[config.mk]
export PLATFORM = sky130hd
export DESIGN_NAME = scl_clkgen
export DESIGN_NICKNAME = d
export VERILOG_FILES = /design/src/rtl/scl_div_pkg.sv /design/src/rtl/scl_rst_sync.sv /design/src/rtl/scl_div_reg.sv /design/src/rtl/scl_prescaler.sv /design/src/rtl/scl_phase_seq.sv /design/src/rtl/scl_clkgen.sv
export SDC_FILE = /design/constraint.sdc
export NUM_CORES = 1
export LEC_CHECK = 0
export ABC_AREA = 0
export BUFFER_PORTS_ARGS = -buffer_cell sky130_fd_sc_hd__buf_2
export CORE_MARGIN = 1.5
export CORE_UTILIZATION = 65
export CTS_BUF_LIST = sky130_fd_sc_hd__clkbuf_4
export DETAILED_ROUTE_END_ITERATION = 10
export PLACE_DENSITY_LB_ADDON = 0.12
export SYNTH_ARGS = -nofsm -noshare
export SYNTH_HDL_FRONTEND = slang
export SYNTH_SLANG_ARGS = --single-unit
[constraint.sdc]
create_clock -name clk -period 7.2 [get_ports clk]
set_input_delay 0.72 -clock clk [delete_from_list [all_inputs] [get_ports clk]]
set_output_delay 0.72 -clock clk [all_outputs]
set_load 0.03 [all_outputs]
[src/rtl/scl_div_pkg.sv]
`timescale 1ns/1ps
package scl_div_pkg;
  localparam int unsigned DIV_M_W = 4;
  localparam int unsigned DIV_N_W = 3;
  localparam int unsigned DIV_W   = DIV_M_W + DIV_N_W;
  // widest span: 2^M_W * 2^(2^N_W) needs M_W + 2^N_W + 1 bits
  localparam int unsigned CNT_W   = DIV_M_W + (1 << DIV_N_W) + 1;

  typedef struct packed {
    logic [DIV_M_W-1:0] m;
    logic [DIV_N_W-1:0] n;
  } div_cfg_t;

  // system clocks per strobe for a divisor and exponent convention
  function automatic logic [CNT_W-1:0] span_of(div_cfg_t d, logic base_zero);
    logic [CNT_W-1:0] lin;
    logic [DIV_N_W:0] sh;
    lin = CNT_W'(d.m) + CNT_W'(1);
    sh  = base_zero ? {1'b0, d.n} : ({1'b0, d.n} + 1'b1);
    return lin << sh;
  endfunction
endpackage

[src/rtl/scl_rst_sync.sv]
`timescale 1ns/1ps
module scl_rst_sync #(
  parameter int unsigned STAGES = 2
) (
  input  logic clk,
  input  logic arst_n,
  output logic srst_n
);
  logic [STAGES-1:0] sr_q;
  logic [STAGES-1:0] sr_d;

  always_comb begin
    sr_d = {sr_q[STAGES-2:0], 1'b1};
  end

  always_ff @(posedge clk or negedge arst_n) begin
    if (!arst_n) sr_q <= '0;
    else         sr_q <= sr_d;
  end

  assign srst_n = sr_q[STAGES-1];
endmodule

[src/rtl/scl_div_reg.sv]
`timescale 1ns/1ps
module scl_div_reg
  import scl_div_pkg::*;
#(
  parameter logic [DIV_W-1:0] RESET_DIV = '0
) (
  input  logic     clk,
  input  logic     rst_n,
  input  logic     load,
  input  div_cfg_t wdata,
  output div_cfg_t cfg
);
  div_cfg_t cfg_q;
  div_cfg_t cfg_d;

  always_comb begin
    cfg_d = cfg_q;
    if (load) cfg_d = wdata;
  end

  always_ff @(posedge clk or negedge rst_n) begin
    if (!rst_n) cfg_q <= div_cfg_t'(RESET_DIV);
    else        cfg_q <= cfg_d;
  end

  assign cfg = cfg_q;
endmodule

[src/rtl/scl_prescaler.sv]
`timescale 1ns/1ps
module scl_prescaler #(
  parameter int unsigned W = 13
) (
  input  logic         clk,
  input  logic         rst_n,
  input  logic [W-1:0] span,
  input  logic         restart,
  input  logic         stall,
  output logic         tick
);
  logic [W-1:0] cnt_q;
  logic [W-1:0] cnt_d;
  logic         at_end;

  // >= so that a shorter span loaded mid-count ends the slot at once
  assign at_end = (cnt_q >= (span - W'(1)));
  assign tick   = at_end & ~stall;

  always_comb begin
    if (restart || stall || at_end) cnt_d = '0;
    else                            cnt_d = cnt_q + W'(1);
  end

  always_ff @(posedge clk or negedge rst_n) begin
    if (!rst_n) cnt_q <= '0;
    else        cnt_q <= cnt_d;
  end
endmodule

[src/rtl/scl_phase_seq.sv]
`timescale 1ns/1ps
module scl_phase_seq #(
  parameter int unsigned HALF   = 5,
  parameter int unsigned SLOT_W = 4
) (
  input  logic              clk,
  input  logic              rst_n,
  input  logic              adv,
  input  logic              restart,
  output logic [SLOT_W-1:0] slot,
  output logic              pull_low,
  output logic              hi_phase
);
  localparam logic [SLOT_W-1:0] LAST  = SLOT_W'(2 * HALF - 1);
  localparam logic [SLOT_W-1:0] HALFV = SLOT_W'(HALF);

  logic [SLOT_W-1:0] slot_q;
  logic [SLOT_W-1:0] slot_d;
  logic              pull_q;
  logic              pull_d;

  always_comb begin
    slot_d = slot_q;
    if (restart)     slot_d = '0;
    else if (adv)    slot_d = (slot_q == LAST) ? '0 : slot_q + SLOT_W'(1);
    pull_d = (slot_d < HALFV);
  end

  always_ff @(posedge clk or negedge rst_n) begin
    if (!rst_n) begin
      slot_q <= '0;
      pull_q <= 1'b1;
    end else begin
      slot_q <= slot_d;
      pull_q <= pull_d;
    end
  end

  assign slot     = slot_q;
  assign pull_low = pull_q;
  assign hi_phase = ~pull_q;
endmodule

[src/rtl/scl_clkgen.sv]
`timescale 1ns/1ps
module scl_clkgen
  import scl_div_pkg::*;
#(
  parameter int unsigned       HALF_TICKS = 5,
  parameter logic [DIV_W-1:0]  RESET_DIV  = '0
) (
  input  logic                                   clk,
  input  logic                                   rst_n,
  input  logic                                   cfg_we,
  input  logic [DIV_W-1:0]                       cfg_div,
  input  logic                                   exp_sel,
  input  logic                                   scl_in,
  output logic                                   tick,
  output logic [$clog2(2*HALF_TICKS)-1:0]        slot,
  output logic                                   scl_pull_low
);
  localparam int unsigned SLOT_W = $clog2(2 * HALF_TICKS);

  logic           srst_n;
  div_cfg_t       cfg;
  logic [CNT_W-1:0] span;
  logic           hi_phase;
  logic           stall;
  logic           tick_w;

  scl_rst_sync #(.STAGES(2)) u_rst (
    .clk    (clk),
    .arst_n (rst_n),
    .srst_n (srst_n)
  );

  scl_div_reg #(.RESET_DIV(RESET_DIV)) u_div (
    .clk   (clk),
    .rst_n (srst_n),
    .load  (cfg_we),
    .wdata (div_cfg_t'(cfg_div)),
    .cfg   (cfg)
  );

  assign span  = span_of(cfg, exp_sel);
  // a target holding SCL low in the released half freezes the timing
  assign stall = hi_phase & ~scl_in;

  scl_prescaler #(.W(CNT_W)) u_pre (
    .clk     (clk),
    .rst_n   (srst_n),
    .span    (span),
    .restart (cfg_we),
    .stall   (stall),
    .tick    (tick_w)
  );

  scl_phase_seq #(.HALF(HALF_TICKS), .SLOT_W(SLOT_W)) u_seq (
    .clk      (clk),
    .rst_n    (srst_n),
    .adv      (tick_w),
    .restart  (cfg_we),
    .slot     (slot),
    .pull_low (scl_pull_low),
    .hi_phase (hi_phase)
  );

  assign tick = tick_w;
endmodule

==> results.cfg, run 1 <==
[synthesis]
seq_area_frac_synth_pct = 29.0
synth_edf_count = 0
synth_nets = 298
post-synth-top-count-cell = nor2_1
synth_cell_types = 55
ys.flop_type = dfrtp_1
yosys.area.top_type_share_pct = 27.9
synthesis.area_mm2 = 0.00233
avgSynthCellArea_um2 = 8.67
netlist_instances = 269
yosys-top-cells-area = dfrtp_1 (28%), ha_1 (9.1%), xor2_1 (5.3%)
async_flop_share_pct = 100
ys_ff_latch = 27
yosysWarnings = 0
synth_commonest_cells = nor2_1 (32), dfrtp_1 (26), nand2_1 (26)
synth_area_leader_cell = dfrtp_1

[timing]
hold_viol_final = 0
rsz0062_at_grt = false
slew-limit-headroom_pct = 32.3
max_slew.worst_pin.slew_ns = 1.02
tns_ns = 0
finalCriticalPeriod_ns = 5.41
timing.fmax_mhz = 185
skew_ns = 0.0117
slew_violations = 0
period_share_pct = 75.1
finalSetupViolCount = 0
whs_ns = 0.134

[floorplan]
row_count = 21
start_util_pct = 68.8
dieArea_mm2 = 0.00395
die_h_um = 62.9
core_area_mm2 = 0.00339
num_io_pins = 18
die_width_um = 62.9

[clocking]
htree_levels = 1
hold_buffers = 0
cts_tree = yes
clk_pin_slew_ns = 0.16
numCtsBuffers = 3
cts_sinks = 27
cts_resized = 0
cts_setup_buffers = 0
clk_latency_ns = 0.34
root_buffer = clkbuf_4
cts.path.max_buffers = 2

[worst_setup_path]
reg2reg_slack_ns = 2.39
slowest_delay_ns = 0.70
crit_slowest_cell = dfrtp_1
cp_max_fo = 15
end_kind = output port
crit_chain = ha_1 > mux2i_2 > nand2_1 > a32o_1 > a311oi_2 > or3b_1 > a21oi_2 > nand2_1 > xnor2_1 > ha_1 > a21o_1 > a21o_1 > a21oi_1 > a21o_1 > a31oi_1 > buf_2
reg2regPathDepth = 16
crit_type = reg -> out
cp.required_ns = 6.48
reg2reg_from = u_div.cfg[0]
critPathLaunchType = flop
worstPathArrival_ns = 4.69
crit_top_cell = a21o_1
r2r_end = u_pre.cnt_q[11]

[finish]
antenna_cells = 0
fin_util_pct = 72.2
drive_gt1_share_pct = 15.4
syn2layout_area_growth_pct = 4.99
fin_cells = 325
nNetsFinal = 309

[placement]
placed_cells = 321
dp_hpwl_um = 3660
gp_congestion = 0.911
io_buffers = 17

[global_route]
grt_pass1_vias = 1958
grt_pass1_wl_um = 8810
grt_start_max_net_pins = 26
overflow = 0
antenna_found_initial = 0
grt_use_total_pct = 27.5

[drt]
vias = 2000
totalWireLength_um = 4820
drcViolationCount = 0
via_per_inst = 6.15
wire_per_inst_um = 14.8
dr.first_iter.drc_count = 185
antenna_left = 0
first_pass_iters = 4

[min_path]
holdCritPathClass = in -> async

[power_and_ir_drop]
peakVddDrop_mv = 0.115
p_leak_nw = 1.11
powerDensity_mw_per_mm2 = 182

[run]
cap_viol_max_count = 0

[run_status]
status = completed
==> layout by cell type (no fill, tap or decap), types with 4 or more instances in the layout <==
| master | synthesis | final |
|---|---|---|
| a31oi_1 | 4 | 4 |
| mux2i_1 | 6 | 6 |
| xnor2_1 | 11 | 11 |
| nand2_1 | 26 | 26 |
| a21o_1 | 7 | 7 |
| xor2_1 | 14 | 14 |
| inv_1 | 7 | 7 |
| nor2b_1 | 4 | 4 |
| o21ai_0 | 11 | 11 |
| ha_1 | 17 | 17 |
| o211ai_1 | 4 | 4 |
| a21oi_1 | 13 | 13 |
| and3_1 | 5 | 5 |
| nand2b_1 | 4 | 4 |
| nor2_1 | 32 | 32 |
| nand3_1 | 13 | 13 |
| mux2_2 | 10 | 10 |
| dfrtp_1 | 26 | 26 |
| buf_2 | 4 | 17 |
==> power by group <==
group | total (mW) | switching, mW | internal (mW)
Clock | 0.0694 | 0.0485 | 0.0209
Sequential | 0.173 | 0.0152 | 0.158
Combinational | 0.202 | 0.114 | 0.0881
Total | 0.445 | 0.178 | 0.267
==> per-stage QoR <==
stage	total power, mW	worst slack [ns]	area, um2
floorplan	0.337	2.58	2330
global placement	0.369	2.32	2420
detailed placement	0.376	2.18	2420
CTS	0.444	1.81	2450
global route	0.481	1.46	2450
finish	0.445	1.79	2450
==> worst max path at each step <==
stage            startpoint    to  slack [ns]  depth (start not counted)
4_1_cts        u_div.cfg[0]  tick        1.81                         14
3_5_place_dp        exp_sel  tick        2.18                         16
3_3_place_gp        exp_sel  tick        2.32                         16
2_1_floorplan       exp_sel  tick        2.58                         15
5_1_grt        u_div.cfg[0]  tick        1.46                         16
6_report       u_div.cfg[0]  tick        1.79                         16
==> cells by family (layout without fill, tap and decap cells) <==
group / count (synthesis) / in the layout / synth area share [%]
buf+inv: 18 / 28 / 3.44
other cells: 1 / 1 / 0.161
mux: 18 / 18 / 8.64
xor+xnor: 26 / 26 / 10.1
compound gates: 60 / 60 / 18.1
flops: 27 / 27 / 29.0
simple gates: 102 / 102 / 21.4
fa+ha+maj: 17 / 17 / 9.12
==> flip-flops by register name (all words and copies together), names as in the netlist <==
register        cells
u_seq.pull_low      1
u_rst.sr_q          2
u_seq.slot          4
u_div.cfg           7
u_pre.cnt_q        13
==> per-layer routing <==
metal | global-route usage [%] | share of wire [%] | vias up
met2 | 42.7 | 46 | 49
met1 | 39.7 | 48 | 961
met5 | 0 | 0 | -
met3 | 3.96 | 4.5 | 5
met4 | 8.61 | 1.1 | 0
li1 | - | - | 985
==> worst max-delay path, delay by kind of cell, from the launching register on <==
family          cells  cell delay [ns]
compound gates      8             1.70
flops               1             0.70
fa+ha+maj           2             0.70
simple gates        3             0.59
mux                 1             0.28
buf+inv             1             0.22
xor+xnor            1             0.13
==> layout make-up <==
type                       instances  area, um2
timing repair buffer              17       85.1
multi-input combinational        224       1570
fill                             269        942
tap                               46       57.6
clock inverter                     1       5.00
clock buffer                       3       22.5
inverter                           7       26.3
sequential                        27        677
No activity file was read; power rests on OpenSTA's default activity.
==> run 2: changes to the inputs <==
- ABC_AREA: 0 -> 1
- CORE_UTILIZATION: 65 -> 57
- clock period: 7.2 -> 4.6 ns (I/O delays scaled with it)
==> run 2 against run 1 <==
  * Routed wire length grew 3.9%
  * Critical path type unchanged
  * Clock power rose by 53%
  * Sequential power up 53%
  * Sequential share of layout area is 1.5 points lower
  * Final area up 6.0%
  * Largest cell class unchanged
  * Count of clock-buffer cells in the layout unchanged
  * Power up 61%
  * Worst setup slack lost 1.4 ns
  * Largest power group unchanged
  * Critical path depth is 7 higher
  * Core utilization fell by 7.3 points
  * Highest routed layer unchanged
==> results.cfg, run 2 <==
[run_status]
status = completed

[placement]
gp_congestion = 0.857
io_buffers = 17
placed_cells = 412
dp_hpwl_um = 3960

[floorplan]
num_io_pins = 18
start_util_pct = 58.9
row_count = 23
die_h_um = 67.3
dieArea_mm2 = 0.00453
die_width_um = 67.3
core_area_mm2 = 0.00400

[global_route]
overflow = 0
grt_pass1_wl_um = 8370
grt_pass1_vias = 1956
grt_start_max_net_pins = 26
antenna_found_initial = 0
grt_use_total_pct = 23.8

[min_path]
whs_path_depth = 3
holdCritPathClass = in -> reg

[power_and_ir_drop]
powerDensity_mw_per_mm2 = 275
p_leak_nw = 1.43
power_mw = 0.715
peakVddDrop_mv = 0.227

[finish]
fin_cells = 422
multi_input_area_mm2 = 0.00151
syn2layout_area_growth_pct = 10.1
drive_gt1_share_pct = 18.8
antenna_cells = 0
layout_commonest_cell = nand2_1
fillerInstances = 370
mostFrequentLayoutCells = nand2_1 (104), inv_1 (40), nand3_1 (37)
nNetsFinal = 402
largest_reg_flops = 13
regMostFlops = u_pre.cnt_q
seq_area_um2 = 678

[synthesis]
ys_ff_latch = 27
synthesis.area_mm2 = 0.00236
yosys.area.top_type_share_pct = 27.6
synth_commonest_cells = nand2_1 (105), inv_1 (40), nand3_1 (38)
ys.flop_type = dfrtp_1
post-synth-top-count-cell = nand2_1
synth_nets = 376
synth_edf_count = 0
yosys-top-cells-area = dfrtp_1 (28%), nand2_1 (17%), ha_1 (9.0%)
yosysWarnings = 0
synth_area_leader_cell = dfrtp_1
synth_cell_types = 30
async_flop_share_pct = 100
netlist_instances = 347
seq_area_frac_synth_pct = 28.7
avgSynthCellArea_um2 = 6.79

[timing]
timing.fmax_mhz = 235
tns_ns = 0
period_share_pct = 92.4
skew_ns = 0.00555
hold_viol_final = 0
max_slew.worst_pin.slew_ns = 1.00
rsz0062_at_grt = false
finalCriticalPeriod_ns = 4.25
finalSetupViolCount = 0
slew_violations = 0
slew-limit-headroom_pct = 33.0

[clocking]
cts.path.max_buffers = 2
cts_sinks = 27
numCtsBuffers = 3
root_buffer = clkbuf_4
cts_tree = yes
clk_pin_slew_ns = 0.15
htree_levels = 1
clk_latency_ns = 0.32

[drt]
dr.first_iter.drc_count = 84
wire_per_inst_um = 11.9
totalWireLength_um = 5000
vias = 2212
first_pass_iters = 4
antenna_left = 0
via_per_inst = 5.24
drcViolationCount = 0

[worst_setup_path]
crit_type = reg -> out
reg2regPathDepth = 22
cp_max_fo = 7
worstPathArrival_ns = 3.79
cp.required_ns = 4.14
critPathLaunchType = flop
end_kind = output port

[run]
cap_viol_max_count = 0
run 2: critical path, cell delays in order, from the launching register on:
cell and delay, ns:
dfrtp_2 0.47, ha_1 0.28, inv_1 0.06, o21ai_4 0.23, nor2_1 0.09, inv_1 0.09
nor2_2 0.06, inv_1 0.11, ha_1 0.21, nand2_2 0.09, nor2_4 0.16, nand3_2 0.14
o21ai_0 0.17, nand2_1 0.07, ha_1 0.31, nand2_1 0.09, inv_1 0.05, nand2_1 0.05
nand2_1 0.05, a21oi_1 0.17, nand3_2 0.14, nand2_2 0.11, inv_1 0.08, clkbuf_4 0.18
run 2: timing repair:
action / 4_1_cts / 5_1_grt
hold buffers: 1 / 0
endpoints found under the setup margin: 0 / 1
endpoints found under the hold margin: 2 / 0
setup buffers: 0 / 5
gates resized for setup: 0 / 6
run 2: kinds of logic after synthesis:
group           count (synthesis)  synth area share (%)
xor+xnor                        8                  2.97
fa+ha+maj                      17                  9.02
flops                          27                  28.7
other cells                     1                 0.159
simple gates                  225                  46.8
buf+inv                        51                  8.17
compound gates                 18                  4.14
run 2: layout make-up:
type                    instances  share of cell area, %
multi-input cells             269                   58.0
flip-flops and latches         27                   26.1
inverters                      49                   7.09
repair buffers                 23                   5.21
well taps                      50                   2.41
clock buffers                   3                  0.868
clock inverters                 1                  0.289
run 2: worst paths after layout:
kind	slack [ns]	endpoint	startpoint
min reg2reg	0.37	u_rst.sr_q[1]	u_rst.sr_q[0]
max reg2reg	0.63	u_pre.cnt_q[10]	u_div.cfg[0]
min	0.32	u_div.cfg[1]	cfg_div[1]
max	0.35	tick	u_div.cfg[0]
max in group asynchronous	3.51	u_div.cfg[0]	u_rst.sr_q[1]
min in group asynchronous	0.43	u_rst.sr_q[1]	rst_n
run 2: power breakdown:
group | leakage, nW | switching, mW | internal (mW)
clock | 0.0139 | 0.0724 | 0.0332
sequential | 0.353 | 0.0159 | 0.249
combinational | 1.06 | 0.222 | 0.122
total | 1.43 | 0.311 | 0.404
run 2: per-stage QoR:
stage | hold slack [ns] | worst slack [ns] | util (%) | cell area, um2
5_1_grt | 0.317 | 0.0153 | 64.9 | 2590
2_1_floorplan | 0.164 | 0.960 | - | 2360
4_1_cts | 0.316 | 0.141 | 63.4 | 2540
3_3_place_gp | 0.246 | 0.636 | 62.4 | 2500
3_5_place_dp | 0.246 | 0.503 | 62.4 | 2500
6_report | 0.325 | 0.349 | 64.9 | 2590
run 2: metal layers:
layer	vias up	track usage [%]	wire length, um
met5	-	0	0
met2	31	40.8	2290
li1	1167	-	-
met3	2	1.33	113
met1	1012	33.0	2570
met4	0	6.12	28
